<file path="config.mk">
export PLATFORM = sky130hd
export DESIGN_NAME = sat_mac
export DESIGN_NICKNAME = d
export VERILOG_FILES = /design/src/rtl/mac_pkg.sv /design/src/rtl/mac_prod.sv /design/src/rtl/mac_sat.sv /design/src/rtl/sat_mac.sv
export SDC_FILE = /design/constraint.sdc
export NUM_CORES = 2
export LEC_CHECK = 0
export ABC_CLOCK_PERIOD_IN_PS = 32600
export BUFFER_PORTS_ARGS = -buffer_cell sky130_fd_sc_hd__buf_2
export CAP_MARGIN = 40
export CORE_MARGIN = 2
export CORE_UTILIZATION = 49
export DETAILED_ROUTE_END_ITERATION = 7
export PLACE_DENSITY = 0.73
export SLEW_MARGIN = 20
export SYNTH_ARGS = -nofsm -noshare
export SYNTH_HDL_FRONTEND = slang
export SYNTH_SLANG_ARGS = --single-unit
</file>
<file path="constraint.sdc">
create_clock -name clk -period 32.6 [get_ports clk]
set_input_delay 6.52 -clock clk [delete_from_list [all_inputs] [get_ports clk]]
set_output_delay 6.52 -clock clk [all_outputs]
set_load 0.02 [all_outputs]
</file>
<file path="src/rtl/mac_pkg.sv">
package mac_pkg;
    typedef enum logic {
        ST_IDLE = 1'b0,
        ST_DONE = 1'b1
    } mac_state_e;
endpackage

</file>
<file path="src/rtl/mac_prod.sv">
module mac_prod #(
    parameter int DW = 32,
    parameter int HW = 16
) (
    input  logic [DW-1:0]   a,
    input  logic [DW-1:0]   b,
    input  logic            word,
    output logic [2*DW-1:0] prod
);
    localparam int AW = 2 * DW;

    logic [AW-1:0] ext_a;
    logic [AW-1:0] ext_b;

    // Sign-extend to accumulator width; the low AW bits of the unsigned
    // product equal the signed product modulo 2^AW.
    always_comb begin
        if (word) begin
            ext_a = {{(AW-HW){a[HW-1]}}, a[HW-1:0]};
            ext_b = {{(AW-HW){b[HW-1]}}, b[HW-1:0]};
        end else begin
            ext_a = {{DW{a[DW-1]}}, a};
            ext_b = {{DW{b[DW-1]}}, b};
        end
        prod = ext_a * ext_b;
    end
endmodule

</file>
<file path="src/rtl/mac_sat.sv">
module mac_sat #(
    parameter int DW = 32,
    parameter int HW = 16
) (
    input  logic [2*DW-1:0] sum,
    input  logic            word,
    input  logic            sat,
    output logic [DW-1:0]   hi,
    output logic [DW-1:0]   lo
);
    localparam int AW = 2 * DW;
    localparam logic [DW-1:0] FILL_NEG = {{(DW-HW){1'b1}}, {HW{1'b0}}};
    localparam logic [DW-1:0] KEEP_POS = {{(DW-HW+1){1'b0}}, {(HW-1){1'b1}}};
    localparam logic [DW-1:0] LIM_MIN  = {1'b1, {(DW-1){1'b0}}};
    localparam logic [DW-1:0] LIM_MAX  = {1'b0, {(DW-1){1'b1}}};
    localparam logic [DW-1:0] FLAG     = {{(DW-1){1'b0}}, 1'b1};

    logic neg;
    logic out_of_range;

    assign neg          = sum[AW-1];
    // In range of a signed DW-bit value iff bits [AW-1:DW-1] all agree.
    assign out_of_range = !((&sum[AW-1:DW-1]) || !(|sum[AW-1:DW-1]));

    always_comb begin
        hi = sum[AW-1:DW];
        lo = sum[DW-1:0];
        if (sat) begin
            if (!word) begin
                hi = neg ? (sum[AW-1:DW] | FILL_NEG) : (sum[AW-1:DW] & KEEP_POS);
            end else if (out_of_range) begin
                hi = FLAG;
                lo = neg ? LIM_MIN : LIM_MAX;
            end
        end
    end
endmodule

</file>
<file path="src/rtl/sat_mac.sv">
module sat_mac
    import mac_pkg::*;
#(
    parameter int DW = 32,
    parameter int HW = 16
) (
    input  logic          clk,
    input  logic          rst,
    input  logic          start,
    input  logic          clear,
    input  logic          mode_word,
    input  logic          sat_en,
    input  logic [DW-1:0] op_a,
    input  logic [DW-1:0] op_b,
    output logic [DW-1:0] acc_hi,
    output logic [DW-1:0] acc_lo,
    output logic          done
);
    localparam int AW = 2 * DW;

    mac_state_e    state_q;
    mac_state_e    state_d;
    logic [AW-1:0] acc_q;
    logic [AW-1:0] prod;
    logic [AW-1:0] sum;
    logic [DW-1:0] nxt_hi;
    logic [DW-1:0] nxt_lo;

    mac_prod #(.DW(DW), .HW(HW)) u_prod (
        .a    (op_a),
        .b    (op_b),
        .word (mode_word),
        .prod (prod)
    );

    assign sum = acc_q + prod;

    mac_sat #(.DW(DW), .HW(HW)) u_sat (
        .sum  (sum),
        .word (mode_word),
        .sat  (sat_en),
        .hi   (nxt_hi),
        .lo   (nxt_lo)
    );

    always_comb begin
        state_d = ST_IDLE;
        unique case (state_q)
            ST_IDLE, ST_DONE: begin
                if (clear)      state_d = ST_IDLE;
                else if (start) state_d = ST_DONE;
                else            state_d = ST_IDLE;
            end
            default: state_d = ST_IDLE;
        endcase
    end

    always_ff @(posedge clk) begin
        if (rst) state_q <= ST_IDLE;
        else     state_q <= state_d;
    end

    always_ff @(posedge clk) begin
        if (rst || clear) acc_q <= '0;
        else if (start)   acc_q <= {nxt_hi, nxt_lo};
    end

    always_comb begin
        done   = (state_q == ST_DONE);
        acc_hi = acc_q[AW-1:DW];
        acc_lo = acc_q[DW-1:0];
    end
endmodule

</file>
==> impl_results.md <==
* CTS clk-pin slew, worst paths at 0.06 ns
* Num CTS Buffers at 9
* Post-Syn Instances at 5304
* Synth Area per Inst at 9.51 um^2
* WP buf/inv at 13
* Capture point of the worst reg-to-reg path: acc_q[2]
* Share of the core filled with cells at 51.9%
* Detailed-route wire length at 151000 um
* CTS tree: done
* Initial Util at 49.5%
* Number of H-tree levels at 3
* Overflow after GRT at 0
* Async S/R FF share, synth at 0%
* Overall global routing resource usage at 30.0%
* CTS Sinks at 65
* Least-Margin Pin Slew at 0.929 ns
* Final Critical Period at 18.48 ns
* Port Buffers at 134
* Syn Nets at 7108
* Die Width at 325 um
* Most frequent cells in the layout: fa_1, inv_1, nand2_1, and2_1, ha_1
* Clock root cell: clkbuf_16
* Vias in the first global route at 40.1k
* Routed len/inst at ~23 um
* Finished Layout Cells at ~6.7k
* Core ar. at 102000 um^2
* Number of nets still failing antenna checks after routing at 0
* Highest clock rate at 54.1 MHz
* First-pass GRT wire length at 241000 um
* Hold EP: acc_q[53]
* Post-Syn Area at around 50000 um^2
* Status: complete, no violations
* Post-synth EDFFs at 0
* Hold Violations, Final at 0
* Hold Crit Start: acc_q[53]
* Placed insts at 6627
* Final HPWL DP at 135000 um
* N_diodes at 0
* Critical Path Slowest Stage Cell: fa_1
* Crit-path most repeated cell: fa_1
* Largest net degree at the start of global routing at between 60 and 70
* Die Height at 325 um
* Worst EP arrival at 18.78 ns
* Placed inst area at between 50000 and 60000 um^2
* Crit. End Element: register
* Worst setup path class: in -> reg
* Synthesis Warnings at 0
* Family with the most delay on the worst path: adder cells
* Setup-failing EPs final at 0
* Max-cap violations at 0
* Detailed Route Iter0 Violations at 3245
* Cell area after layout at roughly 53000 um^2
* Internal reg-to-reg setup slack at ~24 ns
* Startpoint types: primary input
* Setup skew after layout at 0.00833 ns
* DIE AREA at 106000 um^2
* Clock Tree Buf Depth at 2
* Ys flop type: dfxtp_1
* Register-to-Register Path Depth at 21
* Num rows at 117
* Period utilization at 56.7%
* Synthesized flop and latch total at 65
* Netlist cell types at 96
* Slew Viols, Final at 0
* Setup TNS at 0 ns
* Critical path's largest stage delay at 0.69 ns
* Worst reg2reg path startpoint: acc_q[31]
* Post-route DRC violation count at 0
* Total number of vias at 36.5k
* Critical-path maximum fanout at 33
* Skew-Pair Late Insertion Delay at 0.35 ns
* Worst min path class: reg -> reg
* RSZ-0062 raised after global routing: false
* Via/cell ratio at about 5.5
* Worst EP required at 32.89 ns
* First drt pass iteration count at 6
* Sequential share of the synthesized area at approximately 2.6%
* # resized after CTS at 0
* Hold-fix buffers, CTS at 0
* Hold depth at 2
* Commonest non-fill, non-tap cell in the layout: fa_1
* Final #Nets at 7082
* Initial antenna violation count at 1
* Slew margin rel. at a little under two fifths
* Post-CTS Setup Inserts at 0
* Placer congestion estimate at 1.03
* Fraction of layout cells with a size suffix above 1 at 5.15%
* Synth-to-layout area growth at 4.92%
* I/O Pins at 135
-- worst reg2reg max path: stages (launching register included) --
cell and delay (ns):
dfxtp_1 0.43, fa_1 0.65, inv_1 0.08, fa_1 0.53, inv_1 0.05, fa_1 0.48, fa_1 0.51, fa_1 0.59
fa_1 0.44, ha_1 0.52, nand4_1 0.30, nor3_1 0.31, nand2b_1 0.14, o21a_1 0.19, a221oi_1 0.59, o21ai_0 0.29
nor4_2 0.21, nand4_1 0.13, or4_4 0.57, o31a_4 0.35, a21boi_4 0.64, o221a_1 0.31
-- through the flow --
step / worst slack (ns) / hold WS (ns)
4_1_cts: 14.19 / 0.491
3_5_place_dp: 13.89 / 0.476
6_report: 14.12 / 0.485
3_3_place_gp: 14.02 / 0.467
5_1_grt: 13.42 / 0.516
2_1_floorplan: 15.84 / 0.535
-- routing by layer --
layer  up-vias  track usage, %  wire [um]
met4         2            8.23       4590
met3       263            7.82      16800
met1     19000            42.4      62400
met2      1805            46.0      67400
li1      15500               -          -
met5         -               0         18
-- registers in the layout (all words and copies together) (netlist names) --
signal / cells
acc_q: 64
done: 1
-- worst max path at each step --
stage | from | endpoint | slack (ns) | cells past startpoint
CTS | op_a[15] | acc_q[2] | 14.19 | 39
floorplan | op_a[15] | acc_q[10] | 15.84 | 39
global placement | op_a[15] | acc_q[4] | 14.02 | 39
finish | op_a[15] | acc_q[2] | 14.12 | 39
global route | op_a[15] | acc_q[9] | 13.42 | 39
detailed placement | op_a[15] | acc_q[2] | 13.89 | 39
-- final cells by class --
cell class | instances | area [um^2]
Clock inverter | 5 | 78.8
Fill cell | 9351 | 49000
Timing Repair Buffer | 209 | 1390
Multi-Input combinational cell | 3623 | 43100
Sequential cell | 65 | 1300
Clock buffer | 11 | 243
Tap cell | 1368 | 1710
Inverter | 1370 | 5140
-- cell usage after synthesis, types with 29 or more instances --
cell type	n	area (um^2)
ha_1	313	3920
nor2_1	234	878
fa_1	1421	28400
inv_1	1370	5140
clkbuf_1	208	781
a21o_1	50	375
dfxtp_1	65	1300
and2_1	380	2380
nand4_1	35	219
o221a_1	30	338
nand2_1	540	2030
xnor2_1	91	797
nor2b_1	54	338
o21ai_0	58	290
a21oi_1	122	611
xor2_1	29	254
-- kinds of logic after synthesis --
group | after synthesis | share of synthesized area, %
adders and majority gates | 1735 | 64.2
muxes | 3 | 0.0595
and+or+nand+nor | 1337 | 12.8
buffers and inverters | 1616 | 12.1
DFF | 65 | 2.58
xor gates and xnor gates | 121 | 2.12
AOI/OAI and AO/OA | 427 | 6.14
Power is not shown: default switching activity piles up to over one toggle a cycle in this logic, so the estimate is an artifact.
